$ cat config.mk
export PLATFORM = sky130hd
export DESIGN_NAME = spi_burst_master
export DESIGN_NICKNAME = d
export VERILOG_FILES = /design/src/rtl/spi_burst_pkg.sv /design/src/rtl/spi_tick_gen.sv /design/src/rtl/spi_shift_unit.sv /design/src/rtl/spi_sel_drive.sv /design/src/rtl/spi_burst_master.sv
export SDC_FILE = /design/constraint.sdc
export NUM_CORES = 1
export LEC_CHECK = 0
export BUFFER_PORTS_ARGS = -buffer_cell sky130_fd_sc_hd__buf_2
export CELL_PAD_IN_SITES_DETAIL_PLACEMENT = 1
export CELL_PAD_IN_SITES_GLOBAL_PLACEMENT = 2
export CORE_AREA = 8 8 129 131
export DETAILED_ROUTE_END_ITERATION = 7
export DIE_AREA = 0 0 137 139
export MAX_ROUTING_LAYER = met4
export PLACE_DENSITY_LB_ADDON = 0.1
export SLEW_MARGIN = 20
export SYNTH_ARGS = -nofsm -noshare
export SYNTH_HDL_FRONTEND = slang
export SYNTH_SLANG_ARGS = --single-unit
$ cat constraint.sdc
create_clock -name clk -period 5.2 [get_ports clk]
set_clock_uncertainty 0.15 [all_clocks]
set_input_delay 0 -clock clk [delete_from_list [all_inputs] [get_ports clk]]
set_output_delay 0 -clock clk [all_outputs]
set_load 0.1 [all_outputs]
$ cat src/rtl/spi_burst_pkg.sv
package spi_burst_pkg;

  typedef enum logic [2:0] {
    ST_WAIT,
    ST_SWAP,
    ST_LEAD,
    ST_SHIFT,
    ST_TRAIL,
    ST_HOLD,
    ST_GAP
  } seq_state_t;

endpackage

$ cat src/rtl/spi_tick_gen.sv
module spi_tick_gen #(
  parameter int DIV_W = 8
) (
  input  logic             clk,
  input  logic             rst,
  input  logic             run,
  input  logic [DIV_W-1:0] div_half,
  output logic             tick
);

  logic [DIV_W-1:0] cnt_q;

  // One tick per half serial period while a transfer sequence is running.
  assign tick = run && (cnt_q == div_half);

  always_ff @(posedge clk) begin
    if (rst || !run) begin
      cnt_q <= '0;
    end else if (tick) begin
      cnt_q <= '0;
    end else begin
      cnt_q <= cnt_q + DIV_W'(1);
    end
  end

  // the half-period counter never runs past its programmed limit.
  assert_tick_bound_R3: assert property (@(posedge clk) disable iff (rst)
    ($stable(div_half) && run) |-> (cnt_q <= div_half));

endmodule

$ cat src/rtl/spi_shift_unit.sv
module spi_shift_unit #(
  parameter int WORD_W = 16,
  parameter int LEN_W  = $clog2(WORD_W)
) (
  input  logic              clk,
  input  logic              rst,
  input  logic              load,
  input  logic [WORD_W-1:0] tx_word,
  input  logic [LEN_W-1:0]  len_m1,
  input  logic              cpha,
  input  logic              edge_en,
  input  logic              lead_edge,
  input  logic              miso,
  output logic              mosi,
  output logic [WORD_W-1:0] rx_final
);

  logic [WORD_W-1:0] tx_q;
  logic [WORD_W-1:0] rx_q;
  logic [WORD_W-1:0] aligned;
  logic              sample_now;

  // Place the word's top bit at the register MSB so shifting left sends MSB first.
  assign aligned    = tx_word << (WORD_W - 1 - int'(len_m1));
  assign sample_now = lead_edge ^ cpha;
  assign rx_final   = sample_now ? {rx_q[WORD_W-2:0], miso} : rx_q;

  always_ff @(posedge clk) begin
    if (rst) begin
      tx_q <= '0;
      rx_q <= '0;
      mosi <= 1'b0;
    end else if (load) begin
      tx_q <= aligned;
      rx_q <= '0;
      mosi <= aligned[WORD_W-1];
    end else if (edge_en) begin
      if (sample_now) begin
        rx_q <= {rx_q[WORD_W-2:0], miso};
      end else if (cpha) begin
        mosi <= tx_q[WORD_W-1];
        tx_q <= tx_q << 1;
      end else begin
        mosi <= tx_q[WORD_W-2];
        tx_q <= tx_q << 1;
      end
    end
  end

  // no data movement is possible on a cycle that both loads and clocks.
  assert_no_load_edge_R4: assert property (@(posedge clk) disable iff (rst)
    !(load && edge_en));

endmodule

$ cat src/rtl/spi_sel_drive.sv
module spi_sel_drive #(
  parameter int SEL_N = 4,
  parameter int SEL_W = $clog2(SEL_N)
) (
  input  logic             clk,
  input  logic             rst,
  input  logic             set_en,
  input  logic [SEL_W-1:0] set_idx,
  input  logic             clr,
  input  logic [SEL_N-1:0] sel_pol,
  output logic [SEL_N-1:0] act,
  output logic [SEL_N-1:0] sel_o
);

  logic [SEL_N-1:0] act_q;

  always_ff @(posedge clk) begin
    if (rst || clr) begin
      act_q <= '0;
    end else if (set_en) begin
      act_q <= SEL_N'(1) << set_idx;
    end
  end

  assign act = act_q;

  // Active line shows its polarity bit, the rest show the opposite level.
  assign sel_o = ~(act_q ^ sel_pol);

  // never two lines active together.
  assert_onehot_sel_R9: assert property (@(posedge clk) disable iff (rst)
    $onehot0(act_q));

  // a release request leaves every line inactive on the next cycle.
  assert_release_R7: assert property (@(posedge clk) disable iff (rst)
    clr |=> (act_q == '0));

endmodule

$ cat src/rtl/spi_burst_master.sv
module spi_burst_master
  import spi_burst_pkg::*;
#(
  parameter  int SEL_N  = 4,
  parameter  int WORD_W = 16,
  parameter  int CMD_N  = 4,
  parameter  int DIV_W  = 8,
  parameter  int DLY_W  = 3,
  localparam int LEN_W  = $clog2(WORD_W),
  localparam int SEL_W  = $clog2(SEL_N),
  localparam int PTR_W  = $clog2(CMD_N),
  localparam int F_CPOL = LEN_W,
  localparam int F_CPHA = LEN_W + 1,
  localparam int F_SEL  = LEN_W + 2,
  localparam int F_LEAD = F_SEL + SEL_W,
  localparam int F_TRL  = F_LEAD + DLY_W,
  localparam int F_GAP  = F_TRL + DLY_W,
  localparam int F_KEEP = F_GAP + DLY_W,
  localparam int CMD_W  = F_KEEP + 1
) (
  input  logic                   clk,
  input  logic                   rst,
  input  logic [DIV_W-1:0]       div_half,
  input  logic [PTR_W-1:0]       cmd_last,
  input  logic [CMD_N*CMD_W-1:0] cmd_cfg,
  input  logic [SEL_N-1:0]       sel_pol,
  input  logic [WORD_W-1:0]      tx_data,
  input  logic                   tx_valid,
  output logic                   tx_ready,
  output logic [WORD_W-1:0]      rx_data,
  output logic                   rx_valid,
  output logic                   sclk,
  output logic                   mosi,
  input  logic                   miso,
  output logic [SEL_N-1:0]       sel_o
);

  localparam int MAXT  = (2 * WORD_W > (2 << DLY_W)) ? 2 * WORD_W : (2 << DLY_W);
  localparam int CNT_W = $clog2(MAXT);

  // Unpacked command fields.
  logic [LEN_W-1:0] e_len  [CMD_N];
  logic             e_cpol [CMD_N];
  logic             e_cpha [CMD_N];
  logic [SEL_W-1:0] e_sel  [CMD_N];
  logic [DLY_W-1:0] e_lead [CMD_N];
  logic [DLY_W-1:0] e_trl  [CMD_N];
  logic [DLY_W-1:0] e_gap  [CMD_N];
  logic             e_keep [CMD_N];

  for (genvar gi = 0; gi < CMD_N; gi++) begin : g_entry
    localparam int B = gi * CMD_W;
    assign e_len[gi]  = cmd_cfg[B +: LEN_W];
    assign e_cpol[gi] = cmd_cfg[B + F_CPOL];
    assign e_cpha[gi] = cmd_cfg[B + F_CPHA];
    assign e_sel[gi]  = cmd_cfg[B + F_SEL +: SEL_W];
    assign e_lead[gi] = cmd_cfg[B + F_LEAD +: DLY_W];
    assign e_trl[gi]  = cmd_cfg[B + F_TRL +: DLY_W];
    assign e_gap[gi]  = cmd_cfg[B + F_GAP +: DLY_W];
    assign e_keep[gi] = cmd_cfg[B + F_KEEP];
  end

  seq_state_t        state_q;
  logic [PTR_W-1:0]  ptr_q;
  logic [PTR_W-1:0]  ptr_nx;
  logic [CNT_W-1:0]  dcnt_q;
  logic              sclk_q;
  logic              rxv_q;
  logic [WORD_W-1:0] rxd_q;
  logic              tick;
  logic              accept;
  logic              swap_need;
  logic              dly_done;
  logic              edge_en;
  logic              lead_edge;
  logic              sel_set;
  logic              sel_clr;
  logic [SEL_N-1:0]  act;
  logic [WORD_W-1:0] rx_final;

  assign ptr_nx    = (ptr_q >= cmd_last) ? '0 : ptr_q + PTR_W'(1);
  assign tx_ready  = (state_q == ST_WAIT);
  assign accept    = tx_ready && tx_valid;
  assign swap_need = (|act) && !act[e_sel[ptr_q]];
  assign dly_done  = tick && (dcnt_q == '0);
  assign edge_en   = (state_q == ST_SHIFT) && tick;
  assign lead_edge = (sclk_q == e_cpol[ptr_q]);
  assign sel_set   = (accept && !swap_need) || ((state_q == ST_SWAP) && tick);
  assign sel_clr   = (accept && swap_need) ||
                     ((state_q == ST_TRAIL) && dly_done && !e_keep[ptr_q]);

  spi_tick_gen #(.DIV_W(DIV_W)) u_tick (
    .clk      (clk),
    .rst      (rst),
    .run      (state_q != ST_WAIT),
    .div_half (div_half),
    .tick     (tick)
  );

  spi_shift_unit #(.WORD_W(WORD_W), .LEN_W(LEN_W)) u_shift (
    .clk       (clk),
    .rst       (rst),
    .load      (accept),
    .tx_word   (tx_data),
    .len_m1    (e_len[ptr_q]),
    .cpha      (e_cpha[ptr_q]),
    .edge_en   (edge_en),
    .lead_edge (lead_edge),
    .miso      (miso),
    .mosi      (mosi),
    .rx_final  (rx_final)
  );

  spi_sel_drive #(.SEL_N(SEL_N), .SEL_W(SEL_W)) u_sel (
    .clk     (clk),
    .rst     (rst),
    .set_en  (sel_set),
    .set_idx (e_sel[ptr_q]),
    .clr     (sel_clr),
    .sel_pol (sel_pol),
    .act     (act),
    .sel_o   (sel_o)
  );

  always_ff @(posedge clk) begin
    if (rst) begin
      state_q <= ST_WAIT;
      ptr_q   <= '0;
      dcnt_q  <= '0;
      sclk_q  <= e_cpol[0];
      rxv_q   <= 1'b0;
      rxd_q   <= '0;
    end else begin
      rxv_q <= 1'b0;
      unique case (state_q)
        ST_WAIT: begin
          sclk_q <= e_cpol[ptr_q];
          if (tx_valid) begin
            dcnt_q  <= CNT_W'(e_lead[ptr_q]) << 1;
            state_q <= swap_need ? ST_SWAP : ST_LEAD;
          end
        end
        ST_SWAP: begin
          if (tick) begin
            state_q <= ST_LEAD;
          end
        end
        ST_LEAD: begin
          if (dly_done) begin
            dcnt_q  <= (CNT_W'(e_len[ptr_q]) << 1) + CNT_W'(1);
            state_q <= ST_SHIFT;
          end else if (tick) begin
            dcnt_q <= dcnt_q - CNT_W'(1);
          end
        end
        ST_SHIFT: begin
          if (tick) begin
            sclk_q <= ~sclk_q;
          end
          if (dly_done) begin
            rxv_q   <= 1'b1;
            rxd_q   <= rx_final;
            dcnt_q  <= (CNT_W'(e_trl[ptr_q]) << 1) + CNT_W'(1);
            state_q <= ST_TRAIL;
          end else if (tick) begin
            dcnt_q <= dcnt_q - CNT_W'(1);
          end
        end
        ST_TRAIL: begin
          if (dly_done) begin
            dcnt_q  <= (CNT_W'(e_gap[ptr_q]) << 1) + CNT_W'(1);
            state_q <= e_keep[ptr_q] ? ST_HOLD : ST_GAP;
          end else if (tick) begin
            dcnt_q <= dcnt_q - CNT_W'(1);
          end
        end
        ST_HOLD, ST_GAP: begin
          if (dly_done) begin
            ptr_q   <= ptr_nx;
            sclk_q  <= e_cpol[ptr_nx];
            state_q <= ST_WAIT;
          end else if (tick) begin
            dcnt_q <= dcnt_q - CNT_W'(1);
          end
        end
        default: state_q <= ST_WAIT;
      endcase
    end
  end

  assign sclk     = sclk_q;
  assign rx_valid = rxv_q;
  assign rx_data  = rxd_q;

  // serial clock is quiet during the lead, trail and swap windows.
  assert_sclk_quiet_R3: assert property (@(posedge clk) disable iff (rst)
    (state_q == ST_LEAD || state_q == ST_TRAIL || state_q == ST_SWAP) |=> $stable(sclk_q));

  // the receive strobe lasts a single cycle.
  assert_rx_pulse_R5: assert property (@(posedge clk) disable iff (rst)
    rx_valid |=> !rx_valid);

  // the select is not touched while the minimum hold runs.
  assert_hold_keeps_R8: assert property (@(posedge clk) disable iff (rst)
    (state_q == ST_HOLD) |=> $stable(act));

  // an accepted word closes the ready window at once.
  assert_ready_drop_R11: assert property (@(posedge clk) disable iff (rst)
    (tx_valid && tx_ready) |=> !tx_ready);

endmodule

==> results of run 1 <==
logic make-up (layout without fill, tap and decap cells):
| family | Yosys count | count (layout) | share of synthesized area [%] |
|---|---|---|---|
| AO/OA/AOI/OAI | 110 | 110 | 15.7 |
| XOR/XNOR | 21 | 21 | 4.08 |
| adder cells (fa/ha/maj) | 5 | 5 | 1.29 |
| buffers and inverters | 51 | 165 | 5.07 |
| flip-flops | 73 | 73 | 30.4 |
| multiplexers | 101 | 101 | 25.8 |
| AND/OR/NAND/NOR | 178 | 178 | 17.7 |
per-layer routing:
metal  track usage (%)  up-vias  wire length, um
li1                  -     2210                -
met1              21.9     2201             7420
met2              26.8      127             7490
met3              4.02        7             1150
met4              3.72        0               89
met5                 -        -                0
through the flow:
step / power (uW) / hold slack, ns
2_1_floorplan: 1010 / -0.00278
3_3_place_gp: 1140 / 0.126
3_5_place_dp: 1150 / 0.142
4_1_cts: 1800 / 0.0192
5_1_grt: 1870 / 0.0507
6_report: 1780 / 0.0332
cell type report:
type                       instances  share of cell area (%)
tap                              188                    3.98
timing repair buffer             139                    12.3
multi-input combinational        415                    53.0
inverter                          10                   0.635
sequential                        73                    24.9
clock buffer                       9                    3.81
clock inverter                     7                    1.33
power by group:
part	switching [uW]	internal (uW)	total, uW
clock	259	376	636
sequential	40.0	595	635
combinational	323	182	505
total	622	1150	1780
cell usage in the layout (no fill, tap or decap), drive strengths merged, types with 5 or more instances in the layout:
cell type / Yosys / routed
nand3b: 6 / 6
a31oi: 10 / 10
ha: 5 / 5
clkbuf: 19 / 9
mux2i: 73 / 73
a21oi: 15 / 15
mux2: 10 / 10
xor2: 6 / 6
nand3: 15 / 15
xnor2: 14 / 14
nand2: 42 / 42
and3: 5 / 5
mux4: 18 / 18
nand2b: 6 / 6
a211oi: 27 / 27
nor3: 6 / 6
o21ai: 21 / 21
inv: 9 / 11
dfxtp: 72 / 72
buf: 22 / 136
nor2: 71 / 71
critical path, delay by kind of cell, from the launching register on:
kind,cells,cell delay [ns]
mux,2,0.95
simple gates,2,0.95
flops,1,0.80
xor+xnor,1,1.00
flip-flops by register name (all words and copies together) (netlist names):
signal and flops:
u_shift.tx_q 16, ptr_q 2, state_q 3, u_shift.rx_q 16, sclk 1, rx_valid 1, u_sel.act 4, u_tick.cnt_q 8
u_shift.mosi 1, rx_data 16, dcnt_q 5
path summary, 6_finish.rpt:
| path | to | startpoint | cells past startpoint | slack, ns |
|---|---|---|---|---|
| hold / removal | u_shift.tx_q[9]$_SDFFE_PP0P_ | tx_data[1] | 4 | 0.03 |
| setup / recovery | u_shift.rx_q[9]$_SDFFE_PP0P_ | ptr_q[0]$_SDFFE_PP0P_ | 5 | 1.22 |
| hold reg to reg | u_shift.tx_q[0]$_SDFFE_PP0P_ | u_shift.tx_q[0]$_SDFFE_PP0P_ | 2 | 0.33 |
| setup reg to reg | u_shift.rx_q[9]$_SDFFE_PP0P_ | ptr_q[0]$_SDFFE_PP0P_ | 5 | 1.22 |
==> results.json, run 1 <==
{
  "row_count": 45,
  "fin_nets": 759,
  "seq_area_frac_synth_pct": 30.4,
  "routed_wl_mm": 16.1,
  "grt_max_degree": 53,
  "die_w_um": 137,
  "coreArea_um2": 14800,
  "cts_buffers": 9,
  "yosysWarnings": 0,
  "dp_hpwl_mm": 12.3,
  "io_buffers": 129,
  "crit_path_start_kind": "register",
  "hp-class": "input pin to register",
  "synth-main-ff-cell": "dfxtp_1",
  "drive_gt1_share_pct": 28.8,
  "worst_slack_ns": 1.22,
  "grt_pass1_wl_mm": 25.4,
  "yosysMostFrequentCell": "mux2i_1",
  "syn_area_um2": 4840,
  "synth_top_area_share_pct": 29.8,
  "fin_crit_ns": 3.98,
  "regArea_um2": 1470,
  "slew_headroom_pct": 31.5,
  "syn_inst": 539,
  "fillers": 1783,
  "cts_sinks": 73,
  "clk_latency_ns": 0.34,
  "endpoint_kind": "register",
  "die-area_um2": 19000,
  "violations": "design-rule violations",
  "placed_area_um2": 5570,
  "synthesis.nets": 650,
  "final_max_slew_viol_count": 0,
  "synth_cell_types": 63,
  "grt_overflow": 0,
  "tritoncts": "built",
  "ys_top_cells_by_area": "dfxtp_1 (30%), mux2i_1 (15%), mux4_2 (8.4%)",
  "start_util_pct": 32.8,
  "cts_setup_buffers": 0,
  "vias": 4545,
  "clk_path_buf_depth": 2,
  "crit_fanout": 18,
  "avgViaCountPerCell": 5.40,
  "outcome": "finished with violations",
  "synthArstFlopShare_pct": 0,
  "grt_usage_pct": 17.1,
  "critPathArrivalTime_ns": 4.03,
  "fmax_ghz": 0.251,
  "worst_slew_pin_slew_ns": 1.03,
  "dr.pass1.iters": 6,
  "diodes": 0,
  "crit_type": "register to register",
  "antenna_left": 0,
  "required_ns": 5.25,
  "place_congestion": 0.841,
  "rsz0062_at_grt": "false",
  "area_growth_pct": 22.0,
  "max_stage_delay_ns": 1.00,
  "power_density_nw_per_um2": 301,
  "vdd_drop_max_mv": 0.110,
  "setup_viol_count_final": 0,
  "path_cells": "mux4_2 -> xnor3_1 -> and3_1 -> mux2i_1 -> nor2_1",
  "max-cap-violations": 0,
  "drcViolationCount": 1,
  "antenna_found_initial": 0,
  "ys_ff_latch": 73,
  "dp_slack_ns": 1.16,
  "ctsResizeCount": 0,
  "cts_root_buffer": "clkbuf_16",
  "synth_common_cells": "mux2i_1 (73), dfxtp_1 (72), nor2_1 (71)",
  "yosysTopAreaCell": "dfxtp_1",
  "htreeDepth": 3,
  "synth.avg_cell_area_um2": 8.98,
  "fin_cells": 841,
  "clk_transition_reported_paths_ns": 0.06,
  "fin_crit_sh_pct": 76.5,
  "drt_iter0_drc": 157,
  "final_util_pct": 40.0,
  "die-height_um": 139,
  "design_area_um2": 5910,
  "multi_input_area_um2": 3130,
  "p_leak_uw": 0.00236,
  "hold_buffers": 3,
  "slowest_stage": "xnor3_1",
  "grt_pass1_vias": 4841,
  "hold_viol_final": 0,
  "synth_edf_count": 1,
  "dp_cells": 822,
  "avgRoutedWirePerCell_um": 19.2,
  "io-pin-count": 130,
  "tns_ns": 0
}
Note: power is estimated with default switching activity, not from simulation.
==> inputs of run 2 (changes only) <==
--- a/config.mk
+++ b/config.mk
@@ -8,9 +8,9 @@
 export BUFFER_PORTS_ARGS = -buffer_cell sky130_fd_sc_hd__buf_2
 export CELL_PAD_IN_SITES_DETAIL_PLACEMENT = 1
 export CELL_PAD_IN_SITES_GLOBAL_PLACEMENT = 2
-export CORE_AREA = 8 8 129 131
+export CORE_AREA = 8 8 141 143
 export DETAILED_ROUTE_END_ITERATION = 7
-export DIE_AREA = 0 0 137 139
+export DIE_AREA = 0 0 149 151
 export MAX_ROUTING_LAYER = met4
 export PLACE_DENSITY_LB_ADDON = 0.1
 export SLEW_MARGIN = 20
==> constraint.sdc (replaced) <==
create_clock -name clk -period 3.55 [get_ports clk]
set_clock_uncertainty 0.15 [all_clocks]
set_input_delay 0 -clock clk [delete_from_list [all_inputs] [get_ports clk]]
set_output_delay 0 -clock clk [all_outputs]
set_load 0.1 [all_outputs]
==> results.json, run 2 (synthesis gave the netlist of run 1 again) <==
{
  "slew_headroom_pct": 36.9,
  "tritoncts": "built",
  "tns_ns": 0,
  "fin_crit_ns": 3.04,
  "max-cap-violations": 0,
  "final_max_slew_viol_count": 0,
  "outcome": "finished, final reports clean",
  "dr.pass1.iters": 4,
  "dp_hpwl_mm": 13.2,
  "endpoint_kind": "register",
  "vias": 4605,
  "hold_buffers": 4,
  "coreArea_um2": 17700,
  "row_count": 49,
  "area_growth_pct": 25.9,
  "worst_slew_pin_slew_ns": 0.946,
  "ctsResizeCount": 0,
  "die_w_um": 149,
  "p_leak_uw": 0.00244,
  "clk_latency_ns": 0.34,
  "hp-class": "input pin to register",
  "critPathArrivalTime_ns": 3.17,
  "crit_type": "register to register",
  "htreeDepth": 3,
  "drive_gt1_share_pct": 29.6,
  "rsz0062_at_grt": "false",
  "antenna_left": 0,
  "drcViolationCount": 0,
  "die-height_um": 151,
  "avgViaCountPerCell": 5.16,
  "grt_pass1_vias": 4846,
  "final_util_pct": 34.5,
  "clk_transition_reported_paths_ns": 0.06,
  "io-pin-count": 130,
  "fmax_ghz": 0.329,
  "fin_crit_sh_pct": 85.7,
  "start_util_pct": 27.4,
  "routed_wl_mm": 16.9,
  "crit_path_start_kind": "register",
  "grt_pass1_wl_mm": 26.5,
  "avgRoutedWirePerCell_um": 19.0,
  "path_cells": "buf_4 -> mux4_2 -> mux2_2 -> mux2i_1 -> a221oi_1 -> nand3_1 -> mux2i_1",
  "max_stage_delay_ns": 0.83,
  "place_congestion": 0.813,
  "grt_max_degree": 33,
  "cts_buffers": 9,
  "grt_overflow": 0,
  "crit_top_cell": "mux2i_1",
  "crit_fanout": 13,
  "grt_usage_pct": 15.3,
  "hold_viol_final": 0,
  "diodes": 0,
  "clk_path_buf_depth": 2,
  "setup_viol_count_final": 0,
  "drt_iter0_drc": 120,
  "layout_common_cells": "buf_2 (129), mux2i_1 (73), dfxtp_1 (72), nor2_1 (71), nand2_1 (41)",
  "io_buffers": 129,
  "mostFrequentLayoutCell": "buf_2",
  "cts_sinks": 73,
  "cts_setup_buffers": 0,
  "required_ns": 3.68,
  "fin_nets": 769,
  "cts_root_buffer": "clkbuf_16",
  "antenna_found_initial": 0,
  "power_density_nw_per_um2": 461,
  "die-area_um2": 22500,
  "slowest_stage": "a221oi_1",
  "vdd_drop_max_mv": 0.218
}
## run 2: metal layers
layer | GRT usage, % | vias up | wire [um]
li1 | - | 2232 | -
met1 | 19.6 | 2227 | 7970
met2 | 24.0 | 134 | 7680
met3 | 3.56 | 12 | 1090
met4 | 3.89 | 0 | 176
met5 | - | - | 0
## run 2: layout make-up
cell class                      count  area [um2]
Fill cell                        2100       11600
Multi-Input combinational cell    415        3130
Sequential cell                    73        1470
Timing Repair Buffer              149         806
Tap cell                          229         287
Clock buffer                       11         254
Clock inverter                      5         108
Inverter                           10        37.5
## run 2: stage by stage
stage                     total power, uW  hold slack (ns)  worst slack (ns)  cell area (um2)  instances
after floorplan                      1490         -0.00278             0.519             4840        539
after global placement               1700            0.114             0.682             5690        872
after detailed placement             1710            0.141             0.528             5690        872
after CTS                            2840          0.00788             0.517             6090        892
after global routing                 2940           0.0480             0.264             6090        892
final                                2810           0.0171             0.508             6090        892
## run 2: path summary, 6_finish.rpt
| check | start | end | slack (ns) | cells past startpoint |
|---|---|---|---|---|
| worst max register to register | ptr_q[0]$_SDFFE_PP0P_ | u_sel.act[3]$_SDFFE_PP0P_ | 0.51 | 7 |
| worst max-delay path | ptr_q[0]$_SDFFE_PP0P_ | u_sel.act[3]$_SDFFE_PP0P_ | 0.51 | 7 |
| worst min register to register | u_shift.tx_q[0]$_SDFFE_PP0P_ | u_shift.tx_q[0]$_SDFFE_PP0P_ | 0.32 | 2 |
| worst min-delay path | tx_data[1] | u_shift.tx_q[9]$_SDFFE_PP0P_ | 0.02 | 4 |
## run 2: report_power, final
part | switching [uW] | internal, uW
clock network | 387 | 734
registers | 50.4 | 871
logic | 487 | 281
## run 2: critical path: cells and delay by family (launching register included)
kind / cells / cell delay, ns
AOI/OAI and AO/OA: 1 / 0.83
buffers and inverters: 1 / 0.29
DFF: 1 / 0.38
muxes: 4 / 1.14
and+or+nand+nor: 1 / 0.18
